<file path="src/rtl/burst_port_pkg.sv">
package burst_port_pkg;

    typedef enum logic [1:0] {
        CNT_HOLD = 2'd0,
        CNT_ADV  = 2'd1,
        CNT_RPT  = 2'd2,
        CNT_LOAD = 2'd3
    } cnt_op_e;

    // Priority: external load, then repeat, then step, else hold.
    function automatic cnt_op_e pick_op(input logic ld_n, input logic rp_n, input logic st_n);
        if (!ld_n)      return CNT_LOAD;
        else if (!rp_n) return CNT_RPT;
        else if (!st_n) return CNT_ADV;
        return CNT_HOLD;
    endfunction

endpackage

</file>
<file path="src/rtl/bsp_in_reg.sv">
module bsp_in_reg #(
    parameter int         W       = 8,
    parameter logic [W-1:0] RST_VAL = '0
) (
    input  logic         clk,
    input  logic         rst_n,
    input  logic [W-1:0] cap_in,
    output logic [W-1:0] cap_q
);
    logic [W-1:0] cap_d;

    always_comb begin
        cap_d = cap_in;
    end

    always_ff @(posedge clk or negedge rst_n) begin
        if (!rst_n) cap_q <= RST_VAL;
        else        cap_q <= cap_d;
    end
endmodule

</file>
<file path="src/rtl/bsp_addr_ctr.sv">
module bsp_addr_ctr
    import burst_port_pkg::*;
#(
    parameter int BANK_W = 6,
    parameter int WORD_W = 13
) (
    input  logic              clk,
    input  logic              rst_n,
    input  cnt_op_e           op,
    input  logic [BANK_W-1:0] ld_bank,
    input  logic [WORD_W-1:0] ld_word,
    output logic [BANK_W-1:0] acc_bank,
    output logic [WORD_W-1:0] acc_word
);
    typedef struct packed {
        logic [BANK_W-1:0] bank;
        logic [WORD_W-1:0] word;
        logic [BANK_W-1:0] mark_bank;
        logic [WORD_W-1:0] mark_word;
    } ctr_t;

    ctr_t st_d, st_q;

    always_comb begin
        st_d = st_q;
        unique case (op)
            CNT_LOAD: begin
                st_d.bank      = ld_bank;
                st_d.word      = ld_word;
                st_d.mark_bank = ld_bank;
                st_d.mark_word = ld_word;
            end
            CNT_RPT: begin
                st_d.bank = st_q.mark_bank;
                st_d.word = st_q.mark_word;
            end
            CNT_ADV:  st_d.word = st_q.word + WORD_W'(1);
            default:  ;
        endcase
        acc_bank = st_d.bank;
        acc_word = st_d.word;
    end

    always_ff @(posedge clk or negedge rst_n) begin
        if (!rst_n) st_q <= '0;
        else        st_q <= st_d;
    end

    p_load_r3: assert property (@(posedge clk) disable iff (!rst_n)
        (op == CNT_LOAD) |=> (st_q.word == $past(ld_word) && st_q.bank == $past(ld_bank)));
    p_step_r4: assert property (@(posedge clk) disable iff (!rst_n)
        (op == CNT_ADV) |=> (st_q.word == $past(st_q.word) + WORD_W'(1)));
    p_hold_r5: assert property (@(posedge clk) disable iff (!rst_n)
        (op == CNT_HOLD) |=> ($stable(st_q.word) && $stable(st_q.bank)));
    p_repeat_r6: assert property (@(posedge clk) disable iff (!rst_n)
        (op == CNT_RPT) |=> (st_q.word == $past(st_q.mark_word) && st_q.bank == $past(st_q.mark_bank)));
    p_bank_kept_r7: assert property (@(posedge clk) disable iff (!rst_n)
        (op == CNT_ADV) |=> $stable(st_q.bank));
endmodule

</file>
<file path="src/rtl/bsp_mem_core.sv">
module bsp_mem_core #(
    parameter int DATA_W        = 18,
    parameter int MEM_BANK_BITS = 2,
    parameter int MEM_WORD_BITS = 4
) (
    input  logic                     clk,
    input  logic                     rst_n,
    input  logic                     acc_en,
    input  logic                     wr,
    input  logic                     hi_n,
    input  logic                     lo_n,
    input  logic [MEM_BANK_BITS-1:0] bank,
    input  logic [MEM_WORD_BITS-1:0] word,
    input  logic [DATA_W-1:0]        wdata,
    output logic [DATA_W-1:0]        f_data,
    output logic                     f_vld
);
    localparam int IDX_W = MEM_BANK_BITS + MEM_WORD_BITS;
    localparam int DEPTH = 1 << IDX_W;
    localparam int HALF  = DATA_W / 2;

    typedef struct packed {
        logic [DATA_W-1:0] data;
        logic              vld;
    } rd_t;

    logic [DATA_W-1:0] mem [DEPTH];
    logic [IDX_W-1:0]  idx;
    rd_t               st_d, st_q;

    assign idx = {bank, word};

    always_ff @(posedge clk) begin
        if (acc_en && wr) begin
            if (!hi_n) mem[idx][DATA_W-1:HALF] <= wdata[DATA_W-1:HALF];
            if (!lo_n) mem[idx][HALF-1:0]      <= wdata[HALF-1:0];
        end
    end

    always_comb begin
        st_d     = st_q;
        st_d.vld = acc_en && !wr;
        if (st_d.vld) st_d.data = mem[idx];
    end

    always_ff @(posedge clk or negedge rst_n) begin
        if (!rst_n) st_q <= '0;
        else        st_q <= st_d;
    end

    assign f_data = st_q.data;
    assign f_vld  = st_q.vld;

    p_desel_quiet_r8: assert property (@(posedge clk) disable iff (!rst_n)
        !acc_en |=> !f_vld);
    p_write_quiet_r9: assert property (@(posedge clk) disable iff (!rst_n)
        (acc_en && wr) |=> !f_vld);
endmodule

</file>
<file path="src/rtl/bsp_rd_lat.sv">
module bsp_rd_lat #(
    parameter int DATA_W = 18
) (
    input  logic              clk,
    input  logic              rst_n,
    input  logic              pipe_mode,
    input  logic              oe_n_q,
    input  logic [DATA_W-1:0] f_data,
    input  logic              f_vld,
    output logic [DATA_W-1:0] rdata,
    output logic              rdata_vld
);
    typedef struct packed {
        logic [DATA_W-1:0] data;
        logic              vld;
    } stg_t;

    stg_t st_d, st_q;

    always_comb begin
        st_d.data = f_data;
        st_d.vld  = f_vld;
    end

    always_ff @(posedge clk or negedge rst_n) begin
        if (!rst_n) st_q <= '0;
        else        st_q <= st_d;
    end

    always_comb begin
        rdata     = pipe_mode ? st_q.data : f_data;
        rdata_vld = (pipe_mode ? st_q.vld : f_vld) && !oe_n_q;
    end

    p_extra_stage_r10: assert property (@(posedge clk) disable iff (!rst_n)
        st_q.vld |-> $past(f_vld));
endmodule

</file>
<file path="src/rtl/burst_sram_port.sv">
module burst_sram_port
    import burst_port_pkg::*;
#(
    parameter int BANK_W        = 6,
    parameter int WORD_W        = 13,
    parameter int DATA_W        = 18,
    parameter int MEM_BANK_BITS = 2,
    parameter int MEM_WORD_BITS = 4
) (
    input  logic              clk,
    input  logic              rst_n,
    input  logic              pipe_mode,
    input  logic              addr_ld_n,
    input  logic              cnt_en_n,
    input  logic              rpt_n,
    input  logic              rd_wr_n,
    input  logic              sel0_n,
    input  logic              sel1,
    input  logic              hi_en_n,
    input  logic              lo_en_n,
    input  logic              oe_n,
    input  logic [BANK_W-1:0] bank_in,
    input  logic [WORD_W-1:0] word_in,
    input  logic [DATA_W-1:0] wdata,
    output logic [DATA_W-1:0] rdata,
    output logic              rdata_vld
);
    localparam int CTL_W = 9;
    localparam int CAP_W = CTL_W + BANK_W + WORD_W + DATA_W;
    localparam logic [CAP_W-1:0] CAP_RST = {9'b111110111, {(CAP_W-CTL_W){1'b0}}};

    logic [CAP_W-1:0]  cap_in, cap_q;
    logic              ld_n_q, step_n_q, rpt_n_q, rd_q, sel0_n_q, sel1_q;
    logic              hi_n_q, lo_n_q, oe_n_q;
    logic [BANK_W-1:0] bank_q, acc_bank;
    logic [WORD_W-1:0] word_q, acc_word;
    logic [DATA_W-1:0] wdata_q, f_data;
    logic              f_vld, selected;
    logic              unused_addr_bits;
    cnt_op_e           op;

    assign cap_in = {addr_ld_n, cnt_en_n, rpt_n, rd_wr_n, sel0_n, sel1,
                     hi_en_n, lo_en_n, oe_n, bank_in, word_in, wdata};

    bsp_in_reg #(.W(CAP_W), .RST_VAL(CAP_RST)) u_in (
        .clk(clk), .rst_n(rst_n), .cap_in(cap_in), .cap_q(cap_q)
    );

    assign {ld_n_q, step_n_q, rpt_n_q, rd_q, sel0_n_q, sel1_q,
            hi_n_q, lo_n_q, oe_n_q, bank_q, word_q, wdata_q} = cap_q;

    assign op       = pick_op(ld_n_q, rpt_n_q, step_n_q);
    assign selected = !sel0_n_q && sel1_q;

    bsp_addr_ctr #(.BANK_W(BANK_W), .WORD_W(WORD_W)) u_ctr (
        .clk(clk), .rst_n(rst_n), .op(op),
        .ld_bank(bank_q), .ld_word(word_q),
        .acc_bank(acc_bank), .acc_word(acc_word)
    );

    assign unused_addr_bits = ^{acc_bank, acc_word};

    bsp_mem_core #(
        .DATA_W(DATA_W), .MEM_BANK_BITS(MEM_BANK_BITS), .MEM_WORD_BITS(MEM_WORD_BITS)
    ) u_mem (
        .clk(clk), .rst_n(rst_n), .acc_en(selected), .wr(!rd_q),
        .hi_n(hi_n_q), .lo_n(lo_n_q),
        .bank(acc_bank[MEM_BANK_BITS-1:0]), .word(acc_word[MEM_WORD_BITS-1:0]),
        .wdata(wdata_q), .f_data(f_data), .f_vld(f_vld)
    );

    bsp_rd_lat #(.DATA_W(DATA_W)) u_lat (
        .clk(clk), .rst_n(rst_n), .pipe_mode(pipe_mode), .oe_n_q(oe_n_q),
        .f_data(f_data), .f_vld(f_vld), .rdata(rdata), .rdata_vld(rdata_vld)
    );
endmodule

</file>
<file path="config.mk">
export PLATFORM = sky130hd
export DESIGN_NAME = burst_sram_port
export DESIGN_NICKNAME = d
export VERILOG_FILES = /design/src/rtl/burst_port_pkg.sv /design/src/rtl/bsp_in_reg.sv /design/src/rtl/bsp_addr_ctr.sv /design/src/rtl/bsp_mem_core.sv /design/src/rtl/bsp_rd_lat.sv /design/src/rtl/burst_sram_port.sv
export SDC_FILE = /design/constraint.sdc
export NUM_CORES = 1
export LEC_CHECK = 0
export BUFFER_PORTS_ARGS = -buffer_cell sky130_fd_sc_hd__buf_2
export CORE_UTILIZATION = 25
export CTS_CLUSTER_DIAMETER = 200
export DETAILED_ROUTE_END_ITERATION = 10
export PLACE_DENSITY = 0.48
export SLEW_MARGIN = 10
export SYNTH_ARGS = -nofsm -noshare
export SYNTH_HDL_FRONTEND = slang
export SYNTH_SLANG_ARGS = --single-unit
export TNS_END_PERCENT = 10
</file>
<file path="constraint.sdc">
create_clock -name clk -period 10.35 [get_ports clk]
set_input_delay 2.07 -clock clk [delete_from_list [all_inputs] [get_ports clk]]
set_output_delay 2.07 -clock clk [all_outputs]
set_load 0.02 [all_outputs]
</file>
* Word level (Yosys, flattened, before mapping)
Memory sizes are Yosys's and may differ from the RTL's. A register that Yosys moved wholly into a read port is not among the register bits.
Cells that the tools add are included.
** Storage, ports and cells
- Register bits after elaboration :: 96
- Input bits :: 49
- Output and inout bits :: 19
- Memories :: 1
- Memory bits (writable) :: 1152
** Memory list
- u_mem.mem :: depth 64, bits a word 18, read ports 1, clocked after Yosys merged registers in 1, wr ports 1, RTL line bsp_mem_core.sv:27 : logic [DATA_W-1:0] mem [DEPTH];
** Operators by class
- Mux-type cells :: 17
- $add $sub $neg :: 1
- Eq/ne operators :: 3
- Reduce and logical (&&, ||, !) cells :: 9
** Operators by type and width (number)
- $pmux W13 S3 :: 1
- $mux W18 :: 1
- $add A13 B1 Y13 const B :: 1
- $mux W1 :: 10
- $mux W2 :: 4
- $eq A2 B2 Y1 const B :: 2
- $logic_and A1 B1 Y1 :: 4
- $logic_not A1 Y1 :: 4
- $pmux W2 S2 :: 1
- $reduce_bool A3 Y1 :: 1
- $eq A2 B1 Y1 const B :: 1

* Longest topological paths before layout
Gate-level depths: netlist of run 1.
- Depth in word-level cells :: 6
- Depth in mapped cells :: 14
- Depth with buffers taken out :: 9

* Hierarchy
Synthesis of run 1 repeated with hierarchy kept, for this count alone.
** Unflattened totals
- Cell total of the unflattened synthesis :: 2713
- Area total of the unflattened synthesis :: 49203.4 µm²
** By module, submodules not included
- bsp_mem_core :: area each 45362.3 µm², times used 1, cells each 2462, seq. area each 35068.6 µm²
- bsp_addr_ctr :: area each 1896.8 µm², times used 1, cells each 159, seq. area each 950.9 µm²
- bsp_in_reg :: area each 1161.1 µm², times used 1, cells each 46, seq. area each 1161.1 µm²
- bsp_rd_lat :: area each 757.0 µm², times used 1, cells each 41, seq. area each 475.5 µm²
- burst_sram_port :: area each 26.3 µm², times used 1, cells each 5, seq. area each 0.0 µm²

* Worst setup path after synthesis of run 1
Ideal clock, no wire load.
- Kind :: in2out
- Start :: in pipe_mode
- End :: out rdata[10]
- Required time :: 8280 ps
- Stages on the path :: 3
- Path buffers :: 2
- Slack :: 5080 ps
- Arrival :: 3200 ps
- Cells stage by stage :: clkbuf_1 -> buf_1 -> mux2_2
** Between the ends
- Cells in the longest elaborated chain, start to end :: 1
** Ends and longest elaborated chain
- from (decl) :: RTL line burst_sram_port.sv:12 : input logic pipe_mode,
- $mux W18 :: RTL line bsp_rd_lat.sv:31 : rdata = pipe_mode ? st_q.data : f_data;
- to (decl) :: RTL line burst_sram_port.sv:25 : output logic [DATA_W-1:0] rdata,
No other way between the ends.

* Worst setup path after layout of run 1
- Start :: reg u_in.cap_q[45]
- End :: reg u_mem.f_data[10] (netlist name)
** Between the ends
- Cells in the longest elaborated chain, start to end :: 4
- Elaborated cells between the ends (all ways) :: 8
- Those cells by class :: 3 x eq/ne; 5 x mux
** Ends and longest elaborated chain
- from (decl) :: RTL line bsp_in_reg.sv:8 : output logic [W-1:0] cap_q
- from (signal assigned) :: RTL line bsp_in_reg.sv:18 : else cap_q <= cap_d;
- $mux W2 / $mux W1 (equally long branches) :: RTL line burst_port_pkg.sv:12 : if (!ld_n) return CNT_LOAD;
- $mux W2 (*) :: RTL line burst_port_pkg.sv:15 : return CNT_HOLD;
- $eq A2 B1 Y1 / $eq A2 B2 Y1 (equally long branches) :: RTL line bsp_addr_ctr.sv:26 : unique case (op)
- $pmux W13 S3 / $pmux W2 S2 (equally long branches) :: RTL line bsp_addr_ctr.sv:26
Mark *: on every way between the ends. The rest lies on a longest branch, timed or not.
A chain may end at the register's enable or synchronous reset.

==> impl_results.md, run 1 <==
- Yosys Warn Count: 0
- Nature of the critical path startpoint: flop
- CP dominant cell by count: buf_4
- Pin count of the biggest net entering global routing: 98
- FFs w/ async S/R, synth: 0.06721
- Clock Pin Slew Worst Setup and Hold Paths: 0.06 ns
- Final Non-Filler Cells: about 5700
- Placed Cells: 5485
- EDFF count, synth: 1152
- Fraction of layout cells with a size suffix above 1: 0.1234
- Distinct cells, synth: 78
- CTS tree: yes
- Lkg Pwr: approximately 18 nW
- Setup-failing EPs final: 0
- HPWL after DPL: 86.33 mm
- Clock Path Buffers: 3
- Critical path class: flop to flop
- WL final: 151.4 mm
- Nets: 3130
- Post-CTS Resized: 0
- Rows: between 150 and 200
- Period minus WS final: roughly 5.7 ns
- Highest-delay cell along the critical path: dfstp_4
- Pre-CTS setup slack: 4.624 ns
- Worst-path fanout max: 49
- CP bufs+invs: 2
- First-pass GRT wire length: 212.9 mm
- Max_cap viols: 0
- Clock sinks: 1235
- Root buf cell: clkbuf_16
- Largest incremental delay on the critical path: 1.00 ns
- Hold buffer count at CTS: 0
- Seq/Total Area, Yosys: 0.7543
- Tot GR Track Use: 0.1503
- Quantity of I/O buffers inserted on ports: 54
- Top delay family on crit path: compound AO/OA/AOI/OAI gates
- Slew headroom: 0.2311
- Post-CTS setup buffer count: 0
- Worst Slack Setup Final: 4.668 ns
- RePlAce Congestion: roughly 0.80
- CP endpoint kind: flop
- Initial Util: 0.2522
- Total gr overflow: 0
- Area growth syn-to-layout: 14.71%
- WL per Instance: 26.50 um
- Multi-input logic area: 11080 sq um
- Pwr/cell area: 198.1 nW/um^2
- Met2 Wirelength: 72.72 mm
- Drt first pass iters: 6
- Sequential Power Share: 0.505
- H-tree depth: 3
- Via/cell ratio: 4.936
- Post-synthesis cell area: 48630 sq um
- DR iter-0 viols: 3176
- Peak supply drop: 141.3 uV
- DR vias: 28196
- FMAX: 176.0 MHz
- Filler cells: between 15000 and 20000
- Sequential Area: 36710 sq um
- Top Metal Used: met5
- Final hold vios: 0
- Average cell area after synthesis: 16.11 sq um
- Clock group share of total power: 0.392
- Setup TNS: 0 ns
- Main synth FF type: edfxtp_1
- P_sw: 0.002809 W
- Worst EP arrival: 6.26 ns
- Worst Tran Pin Value: 1.149 ns
- Leading cell type in the layout, fill and taps excluded: edfxtp_1
- RSZ-0062 raised after global routing: no
- Commonest non-fill, non-tap cells in the layout: edfxtp_1, mux2i_1, nand2_1, o22ai_1, nor2_1
- Final-report max-slew violation count: 0
- TritonCTS Buffers: approximately 120
- Outcome: completed
- Die Wd: 443.0 um
- Total internal power: approximately 0.008 W
- Vias in the first global route: 27696
- CP Data Required Time: 10.93 ns
- Crit path cell chain: nand2b_1, o221a_4, buf_4, buf_4, mux2i_1, o22ai_1, o21ai_0, nand2_1, a2111oi_0, a21oi_1
- Synth Instances: between 3000 and 4000
- Period utilization: 0.5490
- Die Area: 196300 sq um
- WL met1: 65.13 mm
- DR WL met3: around 8.3 mm
- Register bit total from synthesis: 1235
- Net count after synthesis: 3069
- Core Region: slightly below 200000 sq um
- Hold Path Class: flop to flop
- Ports: 68
- Initial antenna violation count: 2
- DRC errors left: 0
- Post-route clock skew: 0.04300 ns
- Sw Ratio: 0.2542
- Clock Latency Late Sink: 0.77 ns
- Height of the die: 443.0 um
- Antenna viol nets, final: 0
- Combinational Power Share: 0.103
## cell type report
type                            instances  area share
Clock inverter                         62     0.01045
Tap cell                             2526     0.05666
Timing Repair Buffer                  134     0.01655
Clock buffer                          164     0.05875
Multi-Input combinational cell       1581      0.1987
Inverter                                9   0.0006505
Antenna cell                            1  0.00004486
Sequential cell                      1235      0.6582
## layer usage
metal,track usage,vias up
li1,-,12259
met1,0.1988,14764
met2,0.2497,953
met3,0.01940,216
met4,0.05732,4
met5,0,-
## stage by stage
stage / power (W) / cell area, sq um / util / hold slack [ns]
2_1_floorplan: 0.006302 / 48630 / - / 0.3530
3_3_place_gp: 0.006829 / 51910 / 0.2693 / 0.3784
3_5_place_dp: 0.006833 / 51910 / 0.2693 / 0.3973
4_1_cts: 0.01113 / 55770 / 0.2893 / 0.4066
5_1_grt: 0.01137 / 55770 / 0.2893 / 0.4218
6_report: 0.01105 / 55780 / 0.2893 / 0.3962
## power by group through the flow
stage / Sequential [W] / Clock, W / Combinational, W
2_1_floorplan: 0.00567 / 0 / 0.000630
3_5_place_dp: 0.00569 / 0 / 0.00114
6_report: 0.00558 / 0.00433 / 0.00114
5_1_grt: 0.00558 / 0.00459 / 0.00119
3_3_place_gp: 0.00569 / 0 / 0.00114
4_1_cts: 0.00558 / 0.00440 / 0.00115
## kinds of logic (layout without fill, tap and decap cells)
kind of cell,after synthesis,count (layout),synth area share
xor+xnor,1,1,0.0001802
other cells,0,1,0
simple gates,464,464,0.03963
flops,1235,1235,0.7543
buf+inv,203,369,0.02056
mux,393,393,0.08144
compound gates,722,722,0.1036
fa+ha+maj,1,1,0.0002573
## worst reg2reg max path: stages (launching register included)
cell and delay, ns:
dfstp_4 1.00, nand2b_1 0.25, o221a_4 0.69, buf_4 0.80
buf_4 0.67, mux2i_1 0.26, o22ai_1 0.12, o21ai_0 0.61
nand2_1 0.11, a2111oi_0 0.87, a21oi_1 0.15
## flip-flops by register name, summed over array words and instances (netlist names)
signal	cells
u_ctr.st_q	12
u_in.cap_q	33
u_lat.st_q	19
u_mem.f_data	18
u_mem.f_vld	1
u_mem.mem	1152
## final timing paths
kind,start,to,slack [ns],cells past startpoint
worst min register to register,u_mem.f_vld$_DFF_PN0_,u_lat.st_q[0]$_DFF_PN0_,0.40,0
worst max register to register,u_in.cap_q[45]$_DFF_PN1_,u_mem.f_data[10]$_DFFE_PN0P_,4.67,10
max in group asynchronous,rst_n,u_in.cap_q[10]$_DFF_PN0_,7.77,2
worst max-delay path,u_in.cap_q[45]$_DFF_PN1_,u_mem.f_data[10]$_DFFE_PN0P_,4.67,10
min in group asynchronous,rst_n,u_mem.f_data[2]$_DFFE_PN0P_,1.38,1
worst min-delay path,u_mem.f_vld$_DFF_PN0_,u_lat.st_q[0]$_DFF_PN0_,0.40,0
## synth_stat cells (3+ instances only)
cell	number	area [sq um]
a2111oi_0	5	43.79
a211o_1	7	61.31
a211oi_1	10	75.07
a21o_1	4	30.03
a21oi_1	124	620.6
a221o_1	16	160.2
a221oi_1	100	875.8
a221oi_2	3	45.04
a222oi_1	32	320.3
a22o_1	23	201.4
a22oi_1	31	232.7
a31oi_1	11	68.82
buf_1	21	78.83
buf_2	91	455.4
buf_4	15	112.6
buf_6	9	101.4
clkbuf_1	58	217.7
dfrtp_1	75	1877
dfstp_2	8	210.2
edfxtp_1	1152	34590
inv_1	7	26.28
mux2_2	21	236.5
mux2i_1	372	3724
nand2_1	229	859.6
nand2b_1	5	31.28
nand3_1	13	65.06
nand4_1	12	75.07
nor2_1	164	615.6
nor3_1	12	60.06
nor4_1	7	43.79
o2111ai_1	3	26.28
o211ai_1	8	60.06
o21ai_0	82	410.4
o21ai_1	4	20.02
o221ai_1	4	35.03
o22ai_1	213	1333
o2bb2ai_1	3	26.28
o311ai_0	3	26.28
o31a_1	5	43.79
o32a_1	8	80.08
or3_1	3	18.77
Power figures use the tool's default switching activity.
==> run 2: changes to the inputs <==
==> constraint.sdc (replaced) <==
create_clock -name clk -period 5.3 [get_ports clk]
set_input_delay 1.06 -clock clk [delete_from_list [all_inputs] [get_ports clk]]
set_output_delay 1.06 -clock clk [all_outputs]
set_load 0.02 [all_outputs]
==> run 2 against run 1 <==
Compared with the run above: global-route usage is 0.32 points higher; highest routed layer unchanged; die area is the same; wire length up 1.5%; sequential cell count did not move; clock skew decreased by 0.0078 ns; critical endpoint is now u_mem.f_data[6]$_DFFE_PN0P_; sequential share of layout area fell by 1.8 points; fmax rose by 28%; clock-buffer cell count decreased by 2; register-to-register slack worse by 3.8 ns; critical path depth fell by 1; non-clock buffer count grew 135.
==> impl_results.md, run 2 (synthesis gave the netlist of run 1 again) <==
- P_sw: 0.005639 W
- RSZ-0062 raised after global routing: no
- Lkg Pwr: ~19 nW
- DR iter-0 viols: around 3200
- Leading cell type in the layout, fill and taps excluded: edfxtp_1
- Slew headroom: 0.2189
- FF-to-FF Start: u_in.cap_q[45]$_DFF_PN1_
- Pwr/cell area: a little under 400 nW/um^2
- DRC errors left: 0
- Clock group share of total power: 0.410
- CP endpoint kind: flop
- Combinational Power Share: 0.105
- Commonest non-fill, non-tap cells in the layout: edfxtp_1, mux2i_1, nand2_1, o22ai_1, buf_4
- Total gr overflow: 0
- WL final: 153.7 mm
- Clock sinks: 1235
- Setup TNS: 0 ns
- Height of the die: 443.0 um
- Outcome: completed
- Via/cell ratio: 4.916
- Worst Tran Pin Value: 1.167 ns
- Total internal power: 0.01680 W
- Nature of the critical path startpoint: flop
- Peak supply drop: between 300 and 400 uV
- Die Area: around 200000 sq um
- Final hold vios: 0
- Core Region: 192800 sq um
- CP Data Required Time: 5.95 ns
- RePlAce Congestion: 0.8392
- FMAX: 224.4 MHz
- First-pass GRT wire length: around 220 mm
- Clock Pin Slew Worst Setup and Hold Paths: 0.07 ns
- Hold Path Class: input port to asynchronous set/reset pin
- Antenna viol nets, final: 0
- Rows: between 150 and 200
- Final-report max-slew violation count: 0
- Sequential Power Share: 0.485
- Tot GR Track Use: 0.1535
- Quantity of I/O buffers inserted on ports: 54
- TritonCTS Buffers: 131
- Die Wd: 443.0 um
- Period minus WS final: 4.456 ns
- Post-route clock skew: 0.03519 ns
- DR vias: 28795
- Pin count of the biggest net entering global routing: 65
- CTS tree: yes
- Nets: 3277
- Critical path class: flop to flop
- Filler cells: 18915
- Root buf cell: clkbuf_16
- HPWL after DPL: 93.56 mm
- Largest register FFs: ~1200
- Initial antenna violation count: 2
- Critical path origin: u_in.cap_q[45]$_DFF_PN1_
- Post-CTS setup buffer count: 0
- WL per Instance: 26.24 um
- Overall power: 0.02243 W
- Hold buffer count at CTS: 0
- Worst-path fanout max: 27
- Ports: 68
- Sw Ratio: 0.2514
- Multi-input logic area: 11060 sq um
- Max_cap viols: 0
- Area growth syn-to-layout: 18.02%
- H-tree depth: 4
- Setup-failing EPs final: 0
- Clock Path Buffers: 3
- Post-CTS Resized: 0
- Initial Util: 0.2522
- Fraction of layout cells with a size suffix above 1: 0.1643
- Drt first pass iters: 6
- Vias in the first global route: 28518
- Biggest register: u_mem.mem
- Clock Latency Late Sink: 0.78 ns
- Sequential Area: ~37000 sq um
- Period utilization: 0.8408
- Biggest regs: u_mem.mem: 1152 flops, u_in.cap_q: 33 flops, u_lat.st_q: 19 flops
- Worst EP arrival: 5.10 ns
## run 2: cell types whose count changed in the layout (fill, tap and decap cells not counted), moves of 4 or more
cell	before	now
buf_4	77	195
clkinv_2	16	24
inv_6	2	7
clkbuf_8	13	5
clkbuf_16	119	135
nand2_1	222	229
clkbuf_1	32	22
bufinv_16	7	11
nand2_2	8	1
buf_12	4	21
clkinv_1	25	17
## run 2: power groups by stage
| stage | sequential, W | clock, W | combinational [W] |
|---|---|---|---|
| 2_1_floorplan | 0.0111 | 0 | 0.00123 |
| 3_3_place_gp | 0.0111 | 0 | 0.00236 |
| 3_5_place_dp | 0.0111 | 0 | 0.00236 |
| 4_1_cts | 0.0109 | 0.00938 | 0.00237 |
| 5_1_grt | 0.0109 | 0.00971 | 0.00248 |
| 6_report | 0.0109 | 0.00919 | 0.00236 |
## run 2: per-stage QoR
stage	utilization	setup slack [ns]	hold slack (ns)	cell area [sq um]	std cells
after floorplan	-	1.981	0.3530	48630	3019
after global placement	0.2755	0.9300	0.3675	53120	5620
after CTS	0.2977	0.8482	0.3274	57380	5855
after global routing	0.2977	0.6314	0.3546	57390	5856
final	0.2977	0.8438	0.3620	57390	5857
after detailed placement	0.2755	0.8835	0.3800	53120	5620
## run 2: worst max-delay path: stages, from the launching register on
cell and delay (ns):
dfstp_4 0.80, inv_1 0.17, o311ai_4 0.65, a22o_4 0.62
buf_12 0.26, o22ai_1 0.08, o21ai_0 0.59, o211ai_1 0.29
or4_1 0.49, o32a_1 0.34
## run 2: per-layer routing
layer / vias up / share of wire / GRT usage
li1: 12552 / - / -
met1: 15139 / 0.43 / 0.2036
met2: 879 / 0.48 / 0.2528
met3: 223 / 0.052 / 0.02238
met4: 2 / 0.035 / 0.05771
met5: - / 0.000085 / 0
## run 2: area by class of cell
cell class,count,area share
well taps,2526,0.05507
multi-input cells,1581,0.1927
clock inverters,73,0.01278
inverters,9,0.0006323
flip-flops and latches,1235,0.6398
diodes,2,0.00008721
clock buffers,162,0.06151
repair buffers,269,0.03746
## run 2: path summary, 6_finish.rpt
path | end | slack, ns | cells past startpoint
max | u_mem.f_data[6]$_DFFE_PN0P_ | 0.84 | 9
min reg2reg | u_lat.st_q[0]$_DFF_PN0_ | 0.39 | 0
min in group clk | u_lat.st_q[0]$_DFF_PN0_ | 0.39 | 0
max reg2reg | u_mem.f_data[6]$_DFFE_PN0P_ | 0.84 | 9
min | u_in.cap_q[32]$_DFF_PN0_ | 0.36 | 1
max in group asynchronous | u_in.cap_q[9]$_DFF_PN0_ | 3.75 | 2
